===== config.mk =====
export PLATFORM = sky130hd
export DESIGN_NAME = seq_divider
export DESIGN_NICKNAME = d
export VERILOG_FILES = /design/src/rtl/divider_pkg.sv /design/src/rtl/divider_datapath.sv /design/src/rtl/divider_control.sv /design/src/rtl/seq_divider.sv
export SDC_FILE = /design/constraint.sdc
export NUM_CORES = 1
export LEC_CHECK = 0
export ABC_CLOCK_PERIOD_IN_PS = 4410
export BUFFER_PORTS_ARGS = -buffer_cell sky130_fd_sc_hd__buf_2
export CORE_ASPECT_RATIO = 0.7
export CORE_MARGIN = 5
export CORE_UTILIZATION = 51
export CTS_CLUSTER_DIAMETER = 150
export DETAILED_ROUTE_END_ITERATION = 16
export PLACE_DENSITY = 0.73
export SYNTH_ARGS = -nofsm -noshare
export SYNTH_HDL_FRONTEND = slang
export SYNTH_SLANG_ARGS = --single-unit

===== constraint.sdc =====
create_clock -name clk -period 4.41 [get_ports clk]
set_input_delay 0.441 -clock clk [delete_from_list [all_inputs] [get_ports clk]]
set_output_delay 0.441 -clock clk [all_outputs]
set_load 0.02 [all_outputs]

===== src/rtl/divider_pkg.sv =====
package divider_pkg;
  typedef enum logic [1:0] {
    ST_IDLE = 2'd0,
    ST_RUN  = 2'd1,
    ST_FIX  = 2'd2
  } divState_t;

  typedef struct packed {
    logic load;
    logic step;
    logic fix;
  } dpCtrl_t;
endpackage


===== src/rtl/divider_datapath.sv =====
module divider_datapath
  import divider_pkg::*;
#(
  parameter int N = 8
) (
  input  logic         clk,
  input  logic         rstN,
  input  dpCtrl_t      ctrl,
  input  logic [N-1:0] dividend,
  input  logic [N-1:0] divisor,
  output logic [N-1:0] quotient,
  output logic [N-1:0] remainder
);
  localparam int AW = N + 1;

  logic [AW-1:0] aReg;
  logic [N-1:0]  qReg;
  logic [N-1:0]  mReg;
  logic [AW-1:0] mExt;
  logic [AW-1:0] shifted;
  logic [AW-1:0] stepSum;
  logic [AW-1:0] fixSum;

  assign mExt    = {1'b0, mReg};
  assign shifted = {aReg[N-1:0], qReg[N-1]};
  assign stepSum = aReg[AW-1] ? (shifted + mExt) : (shifted - mExt);
  assign fixSum  = aReg[AW-1] ? (aReg + mExt) : aReg;

  always_ff @(posedge clk or negedge rstN) begin
    if (!rstN) begin
      aReg <= '0;
      qReg <= '0;
      mReg <= '0;
    end else if (ctrl.load) begin
      aReg <= '0;
      qReg <= dividend;
      mReg <= divisor;
    end else if (ctrl.step) begin
      aReg <= stepSum;
      qReg <= {qReg[N-2:0], ~stepSum[AW-1]};
    end else if (ctrl.fix) begin
      aReg <= fixSum;
    end
  end

  assign quotient  = qReg;
  assign remainder = aReg[N-1:0];

  // after the correction cycle the partial remainder is non-negative and below a non-zero divisor
  p_rem_nonneg_r2: assert property (@(posedge clk) disable iff (!rstN)
    $past(ctrl.fix) |-> (!aReg[AW-1] && (mReg == '0 || aReg[N-1:0] < mReg)));

  // with no control strobe, the result registers keep their contents
  p_hold_r8: assert property (@(posedge clk) disable iff (!rstN)
    (!ctrl.load && !ctrl.step && !ctrl.fix) |=> ($stable(qReg) && $stable(aReg)));
endmodule


===== src/rtl/divider_control.sv =====
module divider_control
  import divider_pkg::*;
#(
  parameter int N = 8
) (
  input  logic    clk,
  input  logic    rstN,
  input  logic    start,
  output dpCtrl_t ctrl,
  output logic    busy,
  output logic    done
);
  localparam int CW = $clog2(N + 1);
  localparam logic [CW-1:0] LAST = CW'(N - 1);

  divState_t state;
  logic [CW-1:0] iterCnt;

  always_ff @(posedge clk or negedge rstN) begin
    if (!rstN) begin
      state   <= ST_IDLE;
      iterCnt <= '0;
      done    <= 1'b0;
    end else begin
      done <= 1'b0;
      case (state)
        ST_IDLE: begin
          if (start) begin
            state   <= ST_RUN;
            iterCnt <= '0;
          end
        end
        ST_RUN: begin
          if (iterCnt == LAST) state <= ST_FIX;
          iterCnt <= iterCnt + 1'b1;
        end
        ST_FIX: begin
          state <= ST_IDLE;
          done  <= 1'b1;
        end
        default: state <= ST_IDLE;
      endcase
    end
  end

  always_comb begin
    ctrl.load = (state == ST_IDLE) && start;
    ctrl.step = (state == ST_RUN);
    ctrl.fix  = (state == ST_FIX);
  end

  assign busy = (state != ST_IDLE);

  // done never lasts two cycles
  p_done_pulse_r4: assert property (@(posedge clk) disable iff (!rstN)
    done |=> !done);

  // done and busy never overlap
  p_done_idle_r5: assert property (@(posedge clk) disable iff (!rstN)
    done |-> !busy);

  // no operand load while an operation runs
  p_no_reload_r6: assert property (@(posedge clk) disable iff (!rstN)
    busy |-> !ctrl.load);

  // busy only rises after a start
  p_busy_from_start_r3: assert property (@(posedge clk) disable iff (!rstN)
    $rose(busy) |-> $past(start));

  // the iteration counter never passes the operand width
  p_iter_bound_r3: assert property (@(posedge clk) disable iff (!rstN)
    (state == ST_RUN) |-> (iterCnt < CW'(N)));
endmodule


===== src/rtl/seq_divider.sv =====
module seq_divider
  import divider_pkg::*;
#(
  parameter int N = 8
) (
  input  logic         clk,
  input  logic         rstN,
  input  logic         start,
  input  logic [N-1:0] dividend,
  input  logic [N-1:0] divisor,
  output logic         busy,
  output logic         done,
  output logic [N-1:0] quotient,
  output logic [N-1:0] remainder
);
  dpCtrl_t ctrl;

  divider_control #(.N(N)) u_ctrl (
    .clk   (clk),
    .rstN  (rstN),
    .start (start),
    .ctrl  (ctrl),
    .busy  (busy),
    .done  (done)
  );

  divider_datapath #(.N(N)) u_dp (
    .clk       (clk),
    .rstN      (rstN),
    .ctrl      (ctrl),
    .dividend  (dividend),
    .divisor   (divisor),
    .quotient  (quotient),
    .remainder (remainder)
  );
endmodule


# Word-level counts from Yosys, hierarchy flattened
# Index checks and enable logic that the tools add are counted.
# totals
output_inout_bits	18
elab_cells	40
inputBits	19
ff_bits	32
# classes
eq_ne	5
muxes	13
reduce_logical	10
n_addsub	4
n_bitwise	1
# ops
op	count
$mux W9	5
$add A9 B8 Y9	2
$mux W8	2
$sub A9 B8 Y9	1
$pmux W4 S2	1
$reduce_and A2 Y1	3
$reduce_bool A2 Y1	3
$reduce_bool A3 Y1	2
$add A4 B1 Y4 const B	1
$eq A4 B3 Y1 const B	1
$mux W2	2
$mux W4	1
$pmux W2 S2	1
$eq A2 B1 Y1 const B	1
$eq A2 B2 Y1 const B	1
$logic_not A2 Y1	1
$ne A2 B1 Y1 const B	1
$ne A2 B2 Y1 const B	1
$logic_and A1 B1 Y1	1
$mux W1	1
$not A1 Y1	1

# Depth between registers and ports, before layout
# Gate-level depths: netlist (run 1).
# depth
ltp_word	5
mapped_depth	10
depth_no_buf	10

# Modules after synthesis
# From an unflattened synthesis (run 1), not the netlist that was laid out.
# unflattened
cells_unflattened	258
area_unflattened_um2	2367.3
# modules_own_cells
module	cells_each	area_per_inst_um2	n_inst
divider_datapath	229	2043.2	1
divider_control	29	324.1	1

# Least setup slack after synthesis (run 1)
# OpenSTA, ideal clock, no wires.
# synth_timing
kind	register -> register
startpoint	register u_dp.aReg[8]
endpoint	register u_dp.aReg[8]
stages_incl_launch_ff	9
arrival_ns	2.396
setup_slack_ns	1.888
path_buffers	1
setup_ns	0.126
required_ns	4.284
synth_period_minus_slack_ns	2.522
cell_sequence	dfrtp_1 clkbuf_1 mux2_2 fa_1 a211oi_1 o21ai_1 a31oi_1 xnor2_1 a221o_1
# synth_between
elab_chain_cells	5
word_cells_on_any_way	6
# synth_rtl
element	line	source
start, declared	divider_datapath.sv:16	logic [AW-1:0] aReg;
start signal, assigned	divider_datapath.sv:39	aReg <= stepSum;
start signal, assigned	divider_datapath.sv:42	aReg <= fixSum;
$add A9 B8 Y9	divider_datapath.sv:27	assign fixSum = aReg[AW-1] ? (aReg + mExt) : aReg;
$mux W9	divider_datapath.sv:27	
$mux W9	divider_datapath.sv:41	end else if (ctrl.fix) begin
$mux W9 (*)	divider_datapath.sv:38	end else if (ctrl.step) begin
$mux W9 (*)	divider_datapath.sv:34	end else if (ctrl.load) begin
# Mark *: on every way between the ends. The rest lies on a longest branch, timed or not. The select of a mux whose other input is x is not followed.
# A chain may end at the register's enable or synchronous reset.

# Worst setup path after layout (run 1)
# layout_timing
startpoint	register u_dp.mReg[1]
endpoint	register u_dp.aReg[8]
# layout_between
elab_chain_cells	5
word_cells_on_any_way	8
# layout_rtl
element	line	source
start, declared	divider_datapath.sv:18	logic [N-1:0] mReg;
start signal, assigned	divider_datapath.sv:37	mReg <= divisor;
$add A9 B8 Y9	divider_datapath.sv:27	
$mux W9	divider_datapath.sv:27	
$mux W9	divider_datapath.sv:41	
$mux W9 (*)	divider_datapath.sv:38	
$mux W9 (*)	divider_datapath.sv:34	
# Marks and branches as above.

==> results of run 1 <==
## power by group
part | internal, µW | switching [µW]
Sequential | 410 | 144
Clock | 168 | 115
Combinational | 558 | 789
Total | 1140 | 1050
## logic make-up (layout without fill, tap and decap cells)
kind of cell | count (synthesis) | in the layout | share of synthesized area (%)
xor+xnor | 18 | 18 | 6.91
buf+inv | 27 | 55 | 5.87
mux | 9 | 9 | 4.00
simple gates | 71 | 71 | 14.5
compound gates | 72 | 72 | 20.3
flops | 32 | 32 | 35.1
fa+ha+maj | 23 | 23 | 13.3
## state kept, by name, summed over array words and instances (netlist names)
name            cells
u_dp.quotient       8
u_ctrl.done         1
u_dp.mReg           8
u_ctrl.iterCnt      4
u_dp.aReg           9
u_ctrl.state        2
## routing by layer
layer / vias up / part of all wire [%]
li1: 954 / -
met1: 920 / 52
met2: 77 / 38
met3: 2 / 10
met4: 0 / 0.39
met5: - / 0
## layout by cell type, fill, tap and decap left out, drive strengths merged, types with 10 or more instances in the layout
| master | count |
|---|---|
| xor2 | 10 |
| a21oi | 17 |
| dfrtp | 32 |
| nand2 | 32 |
| buf | 37 |
| ha | 21 |
| nor2 | 12 |
| inv | 10 |
| o21ai | 21 |
## cell type report
type	instances	area (µm²)	area share, %
clock buffer	6	72.6	2.85
clock inverter	2	35.0	1.37
inverter	10	37.5	1.47
multi-input combinational	193	1350	52.8
sequential	32	801	31.4
tap	55	68.8	2.70
timing repair buffer	37	188	7.36
## synthesized netlist by cell type, types with 2 or more instances
master,number,area (µm²)
sky130_fd_sc_hd__ha_1,21,263
sky130_fd_sc_hd__a22oi_1,3,22.5
sky130_fd_sc_hd__o211ai_1,3,22.5
sky130_fd_sc_hd__clkbuf_1,6,22.5
sky130_fd_sc_hd__xor2_1,10,87.6
sky130_fd_sc_hd__nor3_1,4,20.0
sky130_fd_sc_hd__nand2_1,32,120
sky130_fd_sc_hd__a22o_1,2,17.5
sky130_fd_sc_hd__nor2_1,12,45.0
sky130_fd_sc_hd__a211oi_1,4,30.0
sky130_fd_sc_hd__o31ai_1,4,30.0
sky130_fd_sc_hd__dfrtp_1,32,801
sky130_fd_sc_hd__buf_4,8,60.1
sky130_fd_sc_hd__a31oi_1,2,12.5
sky130_fd_sc_hd__inv_1,10,37.5
sky130_fd_sc_hd__a21oi_1,17,85.1
sky130_fd_sc_hd__nand3_1,5,25.0
sky130_fd_sc_hd__and3_1,6,37.5
sky130_fd_sc_hd__a21o_1,6,45.0
sky130_fd_sc_hd__buf_2,2,10.0
sky130_fd_sc_hd__fa_1,2,40.0
sky130_fd_sc_hd__nand4_1,4,25.0
sky130_fd_sc_hd__nor2b_1,2,12.5
sky130_fd_sc_hd__mux2i_1,8,80.1
sky130_fd_sc_hd__xnor2_1,8,70.1
sky130_fd_sc_hd__o21ai_0,20,100
## worst max-delay path: cells and delay by family (launching register included)
family	cells	cell delay [ns]
flip-flops	1	0.43
buffers and inverters	1	0.16
adder cells (fa/ha/maj)	2	0.71
AO/OA/AOI/OAI	4	0.93
XOR/XNOR	1	0.12
multiplexers	1	0.29
## per-stage QoR
step	setup slack, ns	hold slack (ns)
after floorplan	1.89	0.145
after global placement	1.84	0.501
after detailed placement	1.75	0.500
after CTS	1.68	0.225
after global routing	1.54	0.272
final	1.67	0.203
## worst max-delay path by stage
| stage | slack [ns] | endpoint | cells after the start |
|---|---|---|---|
| after CTS | 1.68 | u_dp.aReg[8] | 9 |
| after detailed placement | 1.75 | u_dp.aReg[8] | 9 |
| after global placement | 1.84 | u_dp.aReg[8] | 9 |
| after global routing | 1.54 | u_dp.aReg[8] | 9 |
| after floorplan | 1.89 | u_dp.aReg[8] | 8 |
| final | 1.67 | u_dp.aReg[8] | 9 |
==> qor.log, run 1 <==
[grt] GR met1 Demand/Resource 31.0%
[floorplanning] die area 0.00593 mm²
[timing] final count of hold timing violations 0
[clocking] Skew-Pair Late Insertion Delay 0.29 ns
[layout] utilization of the core after routing 58.9%
[detailed_routing] final wirelength 5.35 mm
[grt] Top Usage Layer GRT met1
[setup_path] required time of the worst setup path 4.58 ns
[clocking] post-CTS setup-driven buffer insertion count 0
[clocking] count of hold buffers inserted by post-cts repair 0
[placement] placed cell count 327
[setup_path] arrival time of the worst setup path 2.91 ns
[setup_path] r2r setup slk 1.67 ns
[setup_path] Crit-path slowest cell sky130_fd_sc_hd__fa_1
[floorplanning] Placeable Area 0.00433 mm²
[detailed_routing] count of TritonRoute iterations in the first routing pass 4
[clocking] CTS buffer count 5
[logic_synthesis] number of synthesized register bits 32
[grt] antenna violations before repair 0
[power] overall power after layout 2180 µW
[setup_path] kind of start point of the critical path flip-flop
[logic_synthesis] most frequently used flop master after synthesis sky130_fd_sc_hd__dfrtp_1
[power] VDD IR-drop max 0.426 mV
[floorplanning] count of pins on the block boundary 37
[detailed_routing] WL/cell 16.0 µm
[setup_path] delay of the slowest critical-path stage 0.45 ns
[placement] Final HPWL DP 3.98 mm
[logic_synthesis] part of the Yosys area used for sequential elements 35.1%
[setup_path] critical-path cell list inv_1 > ha_1 > mux2_2 > fa_1 > a211oi_1 > o21ai_1 > a31oi_1 > xnor2_1 > a221o_1
[timing] Tightest Pin Transition 0.893 ns
[run] max-capacitance violation count 0
[logic_synthesis] Post-Syn Instances 252
[grt] met3 capacity usage during global routing 5.57%
[detailed_routing] number of vias per cell 5.83
[run_status] result of the run complete, no violations
[floorplanning] initial cell density of the core 52.7%
[grt] total grt overflow 0
[grt] GRT Overall Usage 19.4%
[detailed_routing] 1st-iter DRT viols 218
[setup_path] Register-to-Register Path Depth 9
[floorplanning] Site Rows 20
[detailed_routing] number of design rule violations left after detail routing 0
[layout] post-layout instance area 0.00255 mm²
[timing] Post-Route Skew 0.00538 ns
[layout] final standard cell count with taps included and fillers excluded 335
[floorplanning] Die Span Y 66.0 µm
[setup_path] type of the setup path with the least slack reg2reg
[logic_synthesis] post-synthesis average cell area 9.06 µm²
[clocking] clk sinks 32
[layout] area overhead of the layout relative to synthesis 11.7%
[clocking] post-cts repair resize count 0
[min_path] path class of the lowest-slack min-delay path in2async
[timing] FMAX 365 MHz
[detailed_routing] remaining antenna violation count after routing 0
[grt] first-pass GRT wire length 9.23 mm
[layout] layout filler cell count 390
[layout] nets@finish 321
[power] leakage component of the power 0.00126 µW
[grt] grt met2 use 25.0%
[detailed_routing] via count 1953
[timing] setup repair after global routing missed its margin no
[timing] Sum Neg Setup Slack 0 ns
[placement] port bufs 36
[timing] portion of the clock cycle consumed by the worst path in the final layout 62.2%
[timing] Max-slew headroom 40.5%
[layout] share of final-layout standard cells stronger than drive strength 1 16.8%
[logic_synthesis] Ys Warns 0
[clocking] clock transition at the register clock pins on the worst setup and hold paths after CTS 0.07 ns
[logic_synthesis] distinct cell type count after synthesis 45
[layout] Antenna Cells 0
[placement] Placer Congestion 0.940
[setup_path] launching point of the worst reg2reg path u_dp.mReg[1]
[timing] Setup violations, final 0
[grt] number of global-route vias before repair 1836
[floorplanning] die outline width 90.0 µm
[grt] pin count of the biggest net entering global routing 33
[clocking] root buffer selected by CTS sky130_fd_sc_hd__clkbuf_8
[timing] minimum period implied by the final worst setup slack 2.74 ns
[setup_path] start point of the critical path u_dp.mReg[1]
[logic_synthesis] Post-synth ARST share 100%
[logic_synthesis] EDFF count, synth 0
[clocking] maximum number of buffers from clock root to sink 2
[timing] final count of pins violating max slew 0
[setup_path] kind of end point of the critical path flip-flop
[power] Pwr per Cell Area 856 mW/mm²
[clocking] TritonCTS clock tree yes
[clocking] CTS HTree Levels 2
[setup_path] Critical Path Fanout Max 5
[logic_synthesis] Post-Synthesis Net Count 294
[logic_synthesis] mapped cell area 0.00228 mm²
[setup_path] Critical R2R Capture u_dp.aReg[8]
[placement] DP Area 0.00244 mm²
Note: power is estimated with default switching activity, not from simulation.
==> run 2: changes to the inputs <==
Settings changed: ABC_AREA from default to 1, ABC_CLOCK_PERIOD_IN_PS 4410 to 2250, PLACE_DENSITY 0.73 to 0.75.
Clock period 4.41 ns to 2.25 ns, I/O delays scaled along.
==> qor.log, run 2 <==
[detailed_routing] WL/cell 13.7 µm
[clocking] clock transition at the register clock pins on the worst setup and hold paths after CTS 0.07 ns
[logic_synthesis] post-synthesis average cell area 7.17 µm²
[setup_path] delay of the slowest critical-path stage 0.39 ns
[power] leakage component of the power 0.00162 µW
[grt] first-pass GRT wire length 10.4 mm
[detailed_routing] via count 2365
[placement] DP Area 0.00275 mm²
[layout] nets@finish 435
[power] net switching share of the total power 51.7%
[placement] Placer Congestion 0.944
[run] max-capacitance violation count 0
[timing] minimum period implied by the final worst setup slack 2.22 ns
[grt] GRT Overall Usage 21.4%
[layout] share of final-layout standard cells stronger than drive strength 1 20.6%
[clocking] root buffer selected by CTS sky130_fd_sc_hd__clkbuf_8
[detailed_routing] final wirelength 6.31 mm
[logic_synthesis] most frequently used flop master after synthesis sky130_fd_sc_hd__dfrtp_1
[setup_path] CP most frequent cell sky130_fd_sc_hd__nand2_1
[timing] FMAX 450 MHz
[floorplanning] Die Span Y 68.7 µm
[grt] antenna violations before repair 0
[power] VDD IR-drop max 0.623 mV
[detailed_routing] number of design rule violations left after detail routing 0
[layout] Antenna Cells 0
[clocking] maximum number of buffers from clock root to sink 2
[power] fraction of power consumed by combinational cells 69.3%
[power] share of total power in sequential cells 21.0%
[power] clock power share 9.7%
[logic_synthesis] EDFF count, synth 0
[grt] number of global-route vias before repair 2160
[layout] layout filler cell count 457
[setup_path] required time of the worst setup path 2.44 ns
[floorplanning] die area 0.00645 mm²
[timing] PnR worst setup slack 0.0280 ns
[min_path] path class of the lowest-slack min-delay path in2reg
[clocking] CTS HTree Levels 2
[setup_path] arrival time of the worst setup path 2.41 ns
[grt] total grt overflow 0
[clocking] clk sinks 32
[timing] Post-Route Skew 0.00761 ns
[layout] area overhead of the layout relative to synthesis 16.3%
[layout] commonest cells after routing, fill and taps aside 115 x sky130_fd_sc_hd__nand2_1, 42 x sky130_fd_sc_hd__inv_1, 36 x sky130_fd_sc_hd__buf_2
[clocking] Skew-Pair Late Insertion Delay 0.30 ns
[setup_path] kind of start point of the critical path flip-flop
[logic_synthesis] number of synthesized register bits 32
[timing] Hold Worst Slack 0.113 ns
[placement] placement-stage worst setup slack -0.0329 ns
[timing] Setup violations, final 0
[placement] Final HPWL DP 4.73 mm
[floorplanning] Placeable Area 0.00478 mm²
[logic_synthesis] Post-Synthesis Net Count 392
[logic_synthesis] top cells by area, synth sky130_fd_sc_hd__dfrtp_1 32%, sky130_fd_sc_hd__nand2_1 17%, sky130_fd_sc_hd__ha_1 10%, sky130_fd_sc_hd__inv_1 6.6%, sky130_fd_sc_hd__nand3_1 6.2%
[detailed_routing] remaining antenna violation count after routing 0
[detailed_routing] count of TritonRoute iterations in the first routing pass 5
[setup_path] Top delay family on crit path simple AND/OR/NAND/NOR gates
[setup_path] type of the setup path with the least slack reg2reg
[timing] setup repair after global routing missed its margin yes
[logic_synthesis] mapped cell area 0.00251 mm²
[logic_synthesis] Ys Warns 0
[logic_synthesis] cell taking the most area after synthesis sky130_fd_sc_hd__dfrtp_1
[timing] final count of hold timing violations 0
[grt] pin count of the biggest net entering global routing 33
[timing] Max-slew headroom 51.0%
[layout] register with the most flip-flops u_dp.aReg
[logic_synthesis] most frequent cells after synthesis 116 x sky130_fd_sc_hd__nand2_1, 44 x sky130_fd_sc_hd__inv_1, 32 x sky130_fd_sc_hd__dfrtp_1, 31 x sky130_fd_sc_hd__nand3_1, 21 x sky130_fd_sc_hd__ha_1
[clocking] CTS buffer count 5
[floorplanning] Site Rows 21
[floorplanning] initial cell density of the core 52.5%
[logic_synthesis] post-synth top area share 31.9%
[setup_path] Critical Path Fanout Max 4
[setup_path] critical-path cell list nor2_1 > nand2_1 > nor3_2 > or2_2 > xnor2_2 > ha_1 > nand2_1 > nand2_1 > a21oi_1 > nand2_1 > inv_1 > nand2_1 > nand3_2 > nand2_1 > nand2_1 > nand2_1
[layout] post-layout instance area 0.00292 mm²
[logic_synthesis] most instantiated library cell after synthesis sky130_fd_sc_hd__nand2_1
[layout] most common cell after layout, fill and taps aside sky130_fd_sc_hd__nand2_1
[setup_path] Crit-path slowest cell sky130_fd_sc_hd__dfrtp_1
[layout] number of flip-flops under the largest register name 9
[logic_synthesis] part of the Yosys area used for sequential elements 31.9%
[logic_synthesis] distinct cell type count after synthesis 32
[detailed_routing] 1st-iter DRT viols 176
[layout] utilization of the core after routing 61.0%
[timing] final count of pins violating max slew 0
[setup_path] buffers plus inverters on the worst setup path 1
[run_status] result of the run complete, no violations
[placement] port bufs 36
[setup_path] r2r setup slk 0.03 ns
[clocking] TritonCTS clock tree yes
[logic_synthesis] Post-Syn Instances 350
[power] Net Switching 2650 µW
[power] cell internal power dissipation 2480 µW
[timing] Sum Neg Setup Slack 0 ns
[logic_synthesis] Post-synth ARST share 100%
[timing] portion of the clock cycle consumed by the worst path in the final layout 98.8%
[floorplanning] count of pins on the block boundary 37
[detailed_routing] number of vias per cell 5.12
[timing] Tightest Pin Transition 0.734 ns
[power] Pwr per Cell Area 1750 mW/mm²
[setup_path] kind of end point of the critical path flip-flop
[floorplanning] die outline width 93.9 µm
## run 2: cell types whose count changed after synthesis, sizes merged, moves of 5 or more
cell / previous run / this run
nor2: 12 / 17
mux2i: 8 / 0
inv: 10 / 48
xor2: 10 / 4
nand3: 5 / 31
a21o: 6 / 0
and3: 6 / 0
nand2: 32 / 120
## run 2: area by class of cell
class	instances	area, µm²	share of cell area (%)
inverter	49	201	6.90
timing repair buffer	51	295	10.1
sequential	32	801	27.4
multi-input combinational	254	1440	49.3
clock buffer	7	96.3	3.30
tap	69	86.3	2.96
## run 2: final timing paths
kind / startpoint / to / depth (start not counted)
setup / recovery: u_dp.mReg[1] / u_dp.quotient[0] / 16
hold / removal: divisor[2] / u_dp.mReg[2] / 3
setup reg to reg: u_dp.mReg[1] / u_dp.quotient[0] / 16
hold reg to reg: u_dp.quotient[6] / u_dp.quotient[6] / 2
max in group asynchronous: rstN / u_dp.mReg[3] / 2
min in group asynchronous: rstN / u_dp.aReg[4] / 2
## run 2: kinds of logic after synthesis
family	Yosys count	share of synthesized area (%)
buffers and inverters	64	12.0
xor gates and xnor gates	9	3.14
and+or+nand+nor	179	30.5
DFF	32	31.9
AOI/OAI and AO/OA	43	10.5
adders and majority gates	23	12.1
## run 2: power by group through the flow
stage | Sequential, µW | Clock, µW | Combinational [µW]
after floorplan | 1120 | 0 | 2480
after global placement | 1060 | 0 | 3260
after detailed placement | 1070 | 0 | 3300
after CTS | 1060 | 507 | 3330
after global routing | 1110 | 534 | 4010
final | 1080 | 497 | 3550
## run 2: stage by stage
step,cells,power (µW)
3_3_place_gp,449,4320
3_5_place_dp,449,4370
4_1_cts,457,4900
2_1_floorplan,350,3590
5_1_grt,462,5650
6_report,462,5120
## run 2: worst reg2reg max path: stages, from the launching register on
cell                      delay, ns
sky130_fd_sc_hd__dfrtp_1       0.39
sky130_fd_sc_hd__nor2_1        0.06
sky130_fd_sc_hd__nand2_1       0.11
sky130_fd_sc_hd__nor3_2        0.05
sky130_fd_sc_hd__or2_2         0.30
sky130_fd_sc_hd__xnor2_2       0.14
sky130_fd_sc_hd__ha_1          0.35
sky130_fd_sc_hd__nand2_1       0.09
sky130_fd_sc_hd__nand2_1       0.07
sky130_fd_sc_hd__a21oi_1       0.13
sky130_fd_sc_hd__nand2_1       0.08
sky130_fd_sc_hd__inv_1         0.06
sky130_fd_sc_hd__nand2_1       0.06
sky130_fd_sc_hd__nand3_2       0.06
sky130_fd_sc_hd__nand2_1       0.05
sky130_fd_sc_hd__nand2_1       0.06
sky130_fd_sc_hd__nand2_1       0.05
## run 2: per-layer routing
metal | vias to the layer above | part of all wire [%] | global-route usage, %
met4 | 0 | 1.0 | 5.95
met3 | 5 | 7.1 | 6.18
met2 | 83 | 41 | 30.9
li1 | 1199 | - | -
met5 | - | 0 | 0
met1 | 1078 | 51 | 31.3
## run 2: repair_timing
item,4_1_cts,5_1_grt
hold endpoints to repair,4,0
setup buffers,0,5
hold buffers,1,0
pin swaps,0,4
setup endpoints to repair,3,6
resized for setup,1,9
==> run 3: changes to the inputs <==
Settings changed: PLACE_DENSITY 0.75 to default, PLACE_DENSITY_LB_ADDON from default to 0.08.
==> qor.log, run 3 (same netlist as run 2, synthesis figures left out) <==
[run_status] result of the run finished with violations
[run_status] failing checks hold timing
[floorplanning] Die Span Y 68.7 µm
[setup_path] critical-path cell list inv_2 > nand2_1 > nor3_2 > or2_2 > xnor2_1 > ha_1 > buf_4 > nand2_1 > o21a_1 > nand2_1 > nand2_1 > nand3_1 > nand3_1 > nand2_1
[grt] total grt overflow 0
[setup_path] start point of the critical path u_dp.mReg[0]
[grt] number of global-route vias before repair 2010
[grt] antenna violations before repair 0
[detailed_routing] final wirelength 6.28 mm
[setup_path] type of the setup path with the least slack reg2reg
[timing] final count of pins violating max slew 0
[clocking] root buffer selected by CTS sky130_fd_sc_hd__clkbuf_8
[power] fraction of power consumed by combinational cells 69.5%
[timing] Tightest Pin Transition 0.752 ns
[setup_path] Crit-path slowest cell sky130_fd_sc_hd__dfrtp_1
[run] max-capacitance violation count 0
[grt] first-pass GRT wire length 10.1 mm
[layout] register with the most flip-flops u_dp.aReg
[min_path] path class of the lowest-slack min-delay path in2async
[setup_path] kind of end point of the critical path flip-flop
[setup_path] launching point of the worst reg2reg path u_dp.mReg[0]
[setup_path] buffers plus inverters on the worst setup path 2
[setup_path] required time of the worst setup path 2.43 ns
[timing] Post-Route Skew 0.0101 ns
[timing] Sum Neg Setup Slack 0 ns
[timing] FMAX 472 MHz
[clocking] clock transition at the register clock pins on the worst setup and hold paths after CTS 0.08 ns
[setup_path] delay of the slowest critical-path stage 0.37 ns
[layout] commonest cells after routing, fill and taps aside 116 x sky130_fd_sc_hd__nand2_1, 42 x sky130_fd_sc_hd__inv_1, 36 x sky130_fd_sc_hd__buf_2
[clocking] CTS HTree Levels 2
[detailed_routing] number of vias per cell 4.98
[layout] Antenna Cells 0
[detailed_routing] number of design rule violations left after detail routing 0
[layout] number of flip-flops under the largest register name 9
[floorplanning] Placeable Area 0.00478 mm²
[detailed_routing] via count 2327
[clocking] clk sinks 32
[power] leakage component of the power 0.00164 µW
[power] Pwr per Cell Area 1780 mW/mm²
[power] net switching share of the total power 50.4%
[timing] Setup violations, final 0
[timing] setup repair after global routing missed its margin yes
[power] share of total power in sequential cells 19.9%
[layout] share of final-layout standard cells stronger than drive strength 1 22.1%
[detailed_routing] 1st-iter DRT viols 171
[floorplanning] die area 0.00645 mm²
[placement] placed cell count 450
[setup_path] arrival time of the worst setup path 2.30 ns
[detailed_routing] remaining antenna violation count after routing 0
[timing] minimum period implied by the final worst setup slack 2.12 ns
[placement] Placer Congestion 0.932
[clocking] Skew-Pair Late Insertion Delay 0.29 ns
[clocking] TritonCTS clock tree yes
[power] cell internal power dissipation 2620 µW
[setup_path] kind of start point of the critical path flip-flop
[floorplanning] initial cell density of the core 52.5%
[timing] portion of the clock cycle consumed by the worst path in the final layout 94.1%
[layout] most common cell after layout, fill and taps aside sky130_fd_sc_hd__nand2_1
[timing] PnR worst setup slack 0.132 ns
[placement] Final HPWL DP 4.67 mm
[setup_path] Top delay family on crit path simple AND/OR/NAND/NOR gates
[layout] final standard cell count with taps included and fillers excluded 467
[grt] GRT Overall Usage 20.4%
[power] clock power share 10.5%
[layout] nets@finish 439
[setup_path] Critical Path Fanout Max 3
[timing] final count of hold timing violations 3
[power] Net Switching 2660 µW
[floorplanning] count of pins on the block boundary 37
[timing] Hold Worst Slack -0.000762 ns
[floorplanning] Site Rows 21
[placement] placement-stage worst setup slack -0.0443 ns
[clocking] CTS buffer count 5
[grt] pin count of the biggest net entering global routing 33
[floorplanning] die outline width 93.9 µm
[layout] area overhead of the layout relative to synthesis 18.5%
[detailed_routing] WL/cell 13.4 µm
[power] VDD IR-drop max 0.711 mV
[detailed_routing] count of TritonRoute iterations in the first routing pass 4
[clocking] maximum number of buffers from clock root to sink 2
[placement] port bufs 36
[setup_path] CP most frequent cell sky130_fd_sc_hd__nand2_1
[timing] Max-slew headroom 49.9%
run 3: worst paths after layout:
check / endpoint / slack (ns) / depth (start not counted)
setup / recovery: u_dp.aReg[7] / 0.13 / 14
hold / removal: u_ctrl.iterCnt[1] / -0.0008 / 1
setup reg to reg: u_dp.aReg[7] / 0.13 / 14
hold reg to reg: u_dp.quotient[6] / 0.50 / 2
max in group asynchronous: u_dp.quotient[6] / 1.76 / 1
min in group clk: u_dp.mReg[4] / 0.13 / 3
run 3: area by class of cell:
class	instances	area, µm²
sequential	32	801
multi-input combinational	254	1450
clock buffer	5	68.8
tap	69	86.3
fill	456	1810
inverter	49	201
timing repair buffer	55	327
clock inverter	3	42.5
run 3: power groups by stage:
| stage | clock (µW) | combinational (µW) | sequential (µW) |
|---|---|---|---|
| 6_report | 557 | 3670 | 1050 |
| 5_1_grt | 599 | 4110 | 1090 |
| 4_1_cts | 576 | 3350 | 1040 |
| 3_5_place_dp | 0 | 3310 | 1060 |
| 3_3_place_gp | 0 | 3300 | 1050 |
| 2_1_floorplan | 0 | 2480 | 1120 |
run 3: repair_timing:
item | CTS | global route
gates resized for setup | 1 | 12
setup buffers | 0 | 9
hold buffers | 0 | 0
pin swaps | 0 | 6
setup endpoints to repair | 3 | 6
gates cloned | 0 | 0
run 3: routing by layer:
layer  part of all wire [%]  track usage (%)
met3                    6.6             4.01
met5                      0                0
met2                     41             28.6
met1                     52             32.1
met4                   0.46             4.32
run 3: per-stage QoR:
step	total power [µW]	hold WS (ns)	cell area, µm²	util [%]
3_5_place_dp	4370	0.341	2750	57.6
6_report	5290	-0.000762	2980	62.2
5_1_grt	5800	0.0680	2980	62.2
3_3_place_gp	4350	0.321	2750	57.6
2_1_floorplan	3590	-0.0706	2510	-
4_1_cts	4970	0.0215	2870	59.9
